[config.mk]
export PLATFORM = sky130hd
export DESIGN_NAME = dbg_ram_inject
export DESIGN_NICKNAME = d
export VERILOG_FILES = /design/src/rtl/dbg_inj_pkg.sv /design/src/rtl/dbg_sclk_sync.sv /design/src/rtl/dbg_frame_rx.sv /design/src/rtl/dbg_wr_seq.sv /design/src/rtl/dbg_ram_mux.sv /design/src/rtl/dbg_ram_inject.sv
export SDC_FILE = /design/constraint.sdc
export NUM_CORES = 1
export LEC_CHECK = 0
export ABC_AREA = 0
export CORE_MARGIN = 2
export CORE_UTILIZATION = 65
export CTS_BUF_LIST = sky130_fd_sc_hd__clkbuf_16
export CTS_CLUSTER_SIZE = 12
export DETAILED_ROUTE_END_ITERATION = 10
export DONT_BUFFER_PORTS = 1
export PLACE_DENSITY = 0.8
export RECOVER_POWER = 100
export SLEW_MARGIN = 20
export SYNTH_ARGS = -nofsm -noshare
export SYNTH_HDL_FRONTEND = slang
export SYNTH_SLANG_ARGS = --single-unit
[constraint.sdc]
create_clock -name clk -period 2.8 [get_ports clk]
set_input_delay 0.28 -clock clk [delete_from_list [all_inputs] [get_ports clk]]
set_output_delay 0.28 -clock clk [all_outputs]
set_load 0.02 [all_outputs]
[src/rtl/dbg_inj_pkg.sv]
package dbg_inj_pkg;
    localparam int FRAME_W  = 32;
    localparam int CODE_LSB = 12;
    localparam int CODE_W   = 4;
    localparam int ADDR_LSB = 16;
    localparam int TAG_LSB  = 20;
    localparam int TAG_W    = FRAME_W - TAG_LSB;
    localparam int BE_W     = FRAME_W / 8;

    typedef enum logic [1:0] {
        SQ_CMD  = 2'd0,
        SQ_DATA = 2'd1,
        SQ_HOLD = 2'd2
    } seq_state_e;
endpackage

[src/rtl/dbg_sclk_sync.sv]
module dbg_sclk_sync #(
    parameter int STAGES = 2
) (
    input  logic clk,
    input  logic rst,
    input  logic sclk_in,
    input  logic rxd_in,
    output logic bit_stb,
    output logic bit_val
);
    typedef struct packed {
        logic [STAGES:0]   sc;
        logic [STAGES-1:0] rd;
    } sync_t;

    sync_t sync_d, sync_q;

    always_comb begin
        sync_d       = sync_q;
        sync_d.sc[0] = sclk_in;
        sync_d.rd[0] = rxd_in;
        for (int i = 1; i <= STAGES; i++) sync_d.sc[i] = sync_q.sc[i-1];
        for (int i = 1; i < STAGES; i++)  sync_d.rd[i] = sync_q.rd[i-1];
    end

    always_ff @(posedge clk) begin
        if (rst) sync_q <= '0;
        else     sync_q <= sync_d;
    end

    assign bit_stb = sync_q.sc[STAGES-1] & ~sync_q.sc[STAGES];
    assign bit_val = sync_q.rd[STAGES-1];
endmodule

[src/rtl/dbg_frame_rx.sv]
module dbg_frame_rx
    import dbg_inj_pkg::*;
(
    input  logic               clk,
    input  logic               rst,
    input  logic               bit_stb,
    input  logic               bit_val,
    output logic               frame_vld,
    output logic [FRAME_W-1:0] frame
);
    localparam int CNT_W = $clog2(FRAME_W);

    typedef struct packed {
        logic [FRAME_W-1:0] sr;
        logic [CNT_W-1:0]   cnt;
        logic               vld;
        logic [FRAME_W-1:0] frm;
    } rx_t;

    rx_t rx_d, rx_q;

    always_comb begin
        rx_d     = rx_q;
        rx_d.vld = 1'b0;
        if (bit_stb) begin
            rx_d.sr  = {bit_val, rx_q.sr[FRAME_W-1:1]};
            rx_d.cnt = rx_q.cnt + 1'b1;
            if (rx_q.cnt == CNT_W'(FRAME_W - 1)) begin
                rx_d.cnt = '0;
                rx_d.vld = 1'b1;
                rx_d.frm = {bit_val, rx_q.sr[FRAME_W-1:1]};
            end
        end
    end

    always_ff @(posedge clk) begin
        if (rst) rx_q <= '0;
        else     rx_q <= rx_d;
    end

    assign frame_vld = rx_q.vld;
    assign frame     = rx_q.frm;


    one_frame_per_window_chk: assert property (@(posedge clk) disable iff (rst)
        frame_vld |=> !frame_vld);
endmodule

[src/rtl/dbg_wr_seq.sv]
module dbg_wr_seq
    import dbg_inj_pkg::*;
#(
    parameter int          AW           = 4,
    parameter logic [3:0]  CMD_WRITE    = 4'h6,
    parameter logic [3:0]  CMD_RCV      = 4'hE,
    parameter int          DELAY_FRAMES = 2
) (
    input  logic               clk,
    input  logic               rst,
    input  logic               frame_vld,
    input  logic [FRAME_W-1:0] frame,
    input  logic               cpu_req,
    output logic               wr_go,
    output logic [AW-1:0]      wr_addr,
    output logic [FRAME_W-1:0] wr_data
);
    localparam int FC_W = $clog2(DELAY_FRAMES + 1);

    typedef struct packed {
        seq_state_e         st;
        logic [FC_W-1:0]    fcnt;
        logic [AW-1:0]      addr;
        logic [FRAME_W-1:0] data;
        logic               rcv;
    } seq_t;

    seq_t seq_d, seq_q;

    logic [CODE_W-1:0] code;
    logic              tag_ones;
    logic              unused_bits;

    assign code        = frame[CODE_LSB +: CODE_W];
    assign tag_ones    = &frame[TAG_LSB +: TAG_W];
    assign unused_bits = ^frame[CODE_LSB-1:0];

    always_comb begin
        seq_d = seq_q;
        wr_go = 1'b0;
        unique case (seq_q.st)
            SQ_CMD: begin
                if (frame_vld) begin
                    if (code == CMD_WRITE && (!seq_q.rcv || tag_ones)) begin
                        seq_d.st   = SQ_DATA;
                        seq_d.addr = frame[ADDR_LSB +: AW];
                    end
                    seq_d.rcv = (code == CMD_RCV);
                end
            end
            SQ_DATA: begin
                if (frame_vld) begin
                    seq_d.data = frame;
                    seq_d.fcnt = '0;
                    seq_d.st   = SQ_HOLD;
                end
            end
            SQ_HOLD: begin
                if (seq_q.fcnt == FC_W'(DELAY_FRAMES)) begin
                    if (!cpu_req) begin
                        wr_go    = 1'b1;
                        seq_d.st = SQ_CMD;
                    end
                end else if (frame_vld) begin
                    seq_d.fcnt = seq_q.fcnt + 1'b1;
                end
            end
            default: seq_d.st = SQ_CMD;
        endcase
    end

    always_ff @(posedge clk) begin
        if (rst) seq_q <= '0;
        else     seq_q <= seq_d;
    end

    assign wr_addr = seq_q.addr;
    assign wr_data = seq_q.data;


    single_pulse_chk: assert property (@(posedge clk) disable iff (rst)
        wr_go |=> !wr_go);


    pending_frozen_chk: assert property (@(posedge clk) disable iff (rst)
        (seq_q.st == SQ_HOLD && $past(seq_q.st) == SQ_HOLD)
            |-> ($stable(seq_q.addr) && $stable(seq_q.data)));


    no_early_write_chk: assert property (@(posedge clk) disable iff (rst)
        (seq_q.st == SQ_DATA && frame_vld) |=> !wr_go);
endmodule

[src/rtl/dbg_ram_mux.sv]
module dbg_ram_mux
    import dbg_inj_pkg::*;
#(
    parameter int AW = 4
) (
    input  logic               clk,
    input  logic               rst,
    input  logic               cpu_req,
    input  logic               cpu_we,
    input  logic [AW-1:0]      cpu_addr,
    input  logic [FRAME_W-1:0] cpu_wdata,
    input  logic [BE_W-1:0]    cpu_be,
    input  logic               dbg_go,
    input  logic [AW-1:0]      dbg_addr,
    input  logic [FRAME_W-1:0] dbg_data,
    output logic               ram_en,
    output logic               ram_we,
    output logic [AW-1:0]      ram_addr,
    output logic [FRAME_W-1:0] ram_wdata,
    output logic [BE_W-1:0]    ram_be
);
    always_comb begin
        if (cpu_req) begin
            ram_en    = 1'b1;
            ram_we    = cpu_we;
            ram_addr  = cpu_addr;
            ram_wdata = cpu_wdata;
            ram_be    = cpu_be;
        end else begin
            ram_en    = dbg_go;
            ram_we    = dbg_go;
            ram_addr  = dbg_addr;
            ram_wdata = dbg_data;
            ram_be    = {BE_W{dbg_go}};
        end
    end


    full_word_write_chk: assert property (@(posedge clk) disable iff (rst)
        (ram_en && !cpu_req) |-> (ram_we && ram_be == {BE_W{1'b1}}));
endmodule

[src/rtl/dbg_ram_inject.sv]
module dbg_ram_inject
    import dbg_inj_pkg::*;
#(
    parameter int         AW           = 4,
    parameter int         SYNC_STAGES  = 2,
    parameter logic [3:0] CMD_WRITE    = 4'h6,
    parameter logic [3:0] CMD_RCV      = 4'hE,
    parameter int         DELAY_FRAMES = 2
) (
    input  logic          clk,
    input  logic          rst,
    input  logic          dbg_sclk,
    input  logic          dbg_rxd,
    input  logic          cpu_req,
    input  logic          cpu_we,
    input  logic [AW-1:0] cpu_addr,
    input  logic [31:0]   cpu_wdata,
    input  logic [3:0]    cpu_be,
    output logic          ram_en,
    output logic          ram_we,
    output logic [AW-1:0] ram_addr,
    output logic [31:0]   ram_wdata,
    output logic [3:0]    ram_be
);
    logic               bit_stb;
    logic               bit_val;
    logic               frame_vld;
    logic [FRAME_W-1:0] frame;
    logic               wr_go;
    logic [AW-1:0]      wr_addr;
    logic [FRAME_W-1:0] wr_data;

    dbg_sclk_sync #(.STAGES(SYNC_STAGES)) u_sync (
        .clk     (clk),
        .rst     (rst),
        .sclk_in (dbg_sclk),
        .rxd_in  (dbg_rxd),
        .bit_stb (bit_stb),
        .bit_val (bit_val)
    );

    dbg_frame_rx u_rx (
        .clk       (clk),
        .rst       (rst),
        .bit_stb   (bit_stb),
        .bit_val   (bit_val),
        .frame_vld (frame_vld),
        .frame     (frame)
    );

    dbg_wr_seq #(
        .AW           (AW),
        .CMD_WRITE    (CMD_WRITE),
        .CMD_RCV      (CMD_RCV),
        .DELAY_FRAMES (DELAY_FRAMES)
    ) u_seq (
        .clk       (clk),
        .rst       (rst),
        .frame_vld (frame_vld),
        .frame     (frame),
        .cpu_req   (cpu_req),
        .wr_go     (wr_go),
        .wr_addr   (wr_addr),
        .wr_data   (wr_data)
    );

    dbg_ram_mux #(.AW(AW)) u_mux (
        .clk       (clk),
        .rst       (rst),
        .cpu_req   (cpu_req),
        .cpu_we    (cpu_we),
        .cpu_addr  (cpu_addr),
        .cpu_wdata (cpu_wdata),
        .cpu_be    (cpu_be),
        .dbg_go    (wr_go),
        .dbg_addr  (wr_addr),
        .dbg_data  (wr_data),
        .ram_en    (ram_en),
        .ram_we    (ram_we),
        .ram_addr  (ram_addr),
        .ram_wdata (ram_wdata),
        .ram_be    (ram_be)
    );
endmodule

==> results.json <==
{
  "status": "complete, but fails checks",
  "violations": "max-capacitance violations, max-slew violations",
  "stdcell_area_sq_um": 4920,
  "dieArea_sq_um": 7480,
  "fp-row-count": 30,
  "yosysUniqueCellTypes": 34,
  "synth_top_family_by_area": "compound AO/OA/AOI/OAI gates",
  "r2r_slack_ns": 0.54,
  "route.vias.total": 3413,
  "num_antenna_cells": 0,
  "syn-instance-count": 495,
  "ctsHtreeMaxLevel": 4,
  "worstPathMaxFanout": 21,
  "maxCapViolations": 1,
  "crit_type": "reg2reg",
  "cts_tree": "done",
  "power_frac_seq": 0.457,
  "clkLatencyLatePin_ns": 0.40,
  "syn_nets": 544,
  "antenna_left": 0,
  "cp_common_cell": "ha_1",
  "dpl.cell_count": 544,
  "worst_pin_slew_ns": 1.56,
  "clockBufferDepth": 2,
  "dp_hpwl_mm": 5.50,
  "via_per_inst": 5.94,
  "fin_cells": 575,
  "ctsResizeCount": 0,
  "synth-xor-area-share": 0.00594,
  "synth_area_sq_um": 4420,
  "synth.area.top_cells": "dfxtp_1 (52%), nand2_1 (11%), mux2_2 (9.2%)",
  "grt_pass1_vias": 3172,
  "die_w_um": 86.5,
  "relSlewSlack": -0.0404,
  "yosysWarnings": 0,
  "drtIter0Drc": 171,
  "finalWeightedCongestion": 0.747,
  "fmax_mhz": 442,
  "tns_ns": 0,
  "clock_power_share": 0.505,
  "worstHoldPathType": "in2reg",
  "synth_edf_count": 0,
  "power_leakage_nw": 1.81,
  "rsz0062_at_grt": "false",
  "grt-ovfl-total": 0,
  "die_h_um": 86.5,
  "synth_top_area_frac": 0.521,
  "peakVddDrop_mv": 0.500,
  "post-cts-setup-buffer-count": 0,
  "syn_area_per_cell_sq_um": 8.93,
  "swShare": 0.211,
  "synth.mux.area_fraction": 0.0939,
  "combPwrFrac": 0.038,
  "routedWlPerCell_um": 15.6,
  "async_flop_share": 0,
  "ys_seq_area_frac": 0.521,
  "cp.arrival_ns": 2.60,
  "startpoint_type": "flip-flop",
  "antenna_found_initial": 0,
  "yosys-top-cells-count": "nand2_1 (135), dfxtp_1 (115), a21oi_1 (78), mux2_2 (36), a22o_1 (32)",
  "wirelength_mm": 8.98,
  "cts_buffers": 17,
  "grt_max_degree": 80,
  "drcViolationCount": 0,
  "placed_area_sq_um": 4420,
  "worstPathRequired_ns": 3.14,
  "worst_setup_path_end_kind": "flip-flop",
  "clock-sinks": 115,
  "final_layout_size_suffix_gt1_frac": 0.0667,
  "syn2layout_area_growth_pct": 11.3,
  "final_nets": 533,
  "power.switching_uw": 761,
  "cts.clk_slew.worst_paths_ns": 0.05,
  "grt_usage": 0.246,
  "ys.flop_type": "dfxtp_1",
  "ys_ff_latch": 115,
  "yosys.area.top_type": "dfxtp_1",
  "path_delay_family": "simple AND/OR/NAND/NOR gates",
  "io_pins": 88,
  "synth-adder-area-share": 0.00849,
  "powerDensity_nw_per_um2": 735,
  "initial_core_util": 0.662,
  "slowest_delay_ns": 0.67,
  "yosysMostFrequentCell": "nand2_1",
  "slowest_stage": "nor2_1",
  "finClkSkew_ns": 0.00595,
  "synth-compound-area-share": 0.169,
  "cts_hold_buf": 1,
  "finalHoldViolCount": 0,
  "finalSetupViolCount": 0,
  "root_buffer": "clkbuf_16",
  "core-area_sq_um": 6680,
  "grt_pass1_wl_mm": 14.4,
  "path_buf_inv": 1,
  "period_needed_ns": 2.26,
  "min_period_over_period": 0.809,
  "synthSimpleGateAreaFrac": 0.159,
  "dr.pass1.iters": 4,
  "internal_power_mw": 2.85,
  "slew_viol_final": 80,
  "worstPathCellList": "ha_1 -> and3_1 -> ha_1 -> nand2_1 -> nor2_1 -> buf_4 -> a22o_1",
  "io_buffer_count": 0
}
## final timing paths
check,start,endpoint,cells after the start
setup reg to reg,u_rx.rx_q[33],u_rx.frame[11],7
setup / recovery,u_rx.rx_q[33],u_rx.frame[11],7
hold reg to reg,u_seq.wr_data[14],u_seq.wr_data[14],2
hold / removal,dbg_sclk,u_sync.sync_d[3],1
## cells by family after synthesis
logic type / after synthesis
AO/OA/AOI/OAI: 122
flip-flops: 115
adder cells (fa/ha/maj): 3
XOR/XNOR: 3
buffers and inverters: 47
multiplexers: 37
AND/OR/NAND/NOR: 168
## state kept, by name, indices dropped and copies added (netlist names)
register        flops
u_rx.frame_vld      1
u_seq.wr_data      32
u_rx.rx_q          36
u_sync.sync_q       1
u_sync.sync_d       3
u_seq.seq_q         5
u_rx.frame         32
u_seq.wr_addr       4
u_sync.bit_val      1
## layout make-up
cell class / instances / area (sq um)
Multi-Input combinational cell: 333 / 1930
Tap cell: 80 / 100
Clock inverter: 13 / 81.3
Inverter: 11 / 41.3
Timing Repair Buffer: 6 / 42.5
Clock buffer: 17 / 425
Fill cell: 461 / 1760
Sequential cell: 115 / 2300
## through the flow
stage	setup slack, ns	utilization	hold slack [ns]	total power [mW]
after floorplan	1.16	-	0.408	1.82
after global placement	0.960	0.662	0.355	1.81
after detailed placement	0.840	0.662	0.358	1.81
after CTS	0.794	0.742	0.00373	3.65
after global routing	0.360	0.737	0.00135	3.72
final	0.536	0.737	0.0128	3.62
## layer usage
| layer | part of all wire | up-vias | global-route usage |
|---|---|---|---|
| li1 | - | 1663 | - |
| met1 | 0.44 | 1592 | 0.297 |
| met2 | 0.48 | 127 | 0.397 |
| met3 | 0.057 | 31 | 0.0724 |
| met4 | 0.030 | 0 | 0.132 |
| met5 | 0 | - | 0 |
## worst reg2reg max path, delay by kind of cell (launching register included)
family          cells  cell delay [ns]
simple gates        3             0.90
buf+inv             1             0.39
flops               1             0.37
fa+ha+maj           2             0.35
compound gates      1             0.19
## layout by cell type, fill, tap and decap left out, types with 2 or more instances in the layout
master	netlist	final
o21ai_0	5	5
nand3b_1	2	2
a22o_1	32	32
nand2_1	135	135
buf_4	0	5
a21oi_1	78	77
nor2_1	7	6
inv_1	11	15
clkinv_1	0	3
clkbuf_16	0	17
a22oi_1	2	2
dfxtp_1	115	115
nand4_1	4	4
nand2b_1	2	2
clkinv_2	0	5
xor2_1	2	2
nand3_1	4	4
nor2b_1	7	7
ha_1	3	3
or3_1	1	2
mux2_1	0	36
nor2_2	1	2
## power by group through the flow
stage	clock (mW)	sequential, mW	combinational (mW)
floorplan	0	1.68	0.141
global placement	0	1.68	0.127
detailed placement	0	1.68	0.129
CTS	1.84	1.65	0.151
global route	1.92	1.65	0.148
finish	1.83	1.65	0.139
Power figures use the tool's default switching activity.
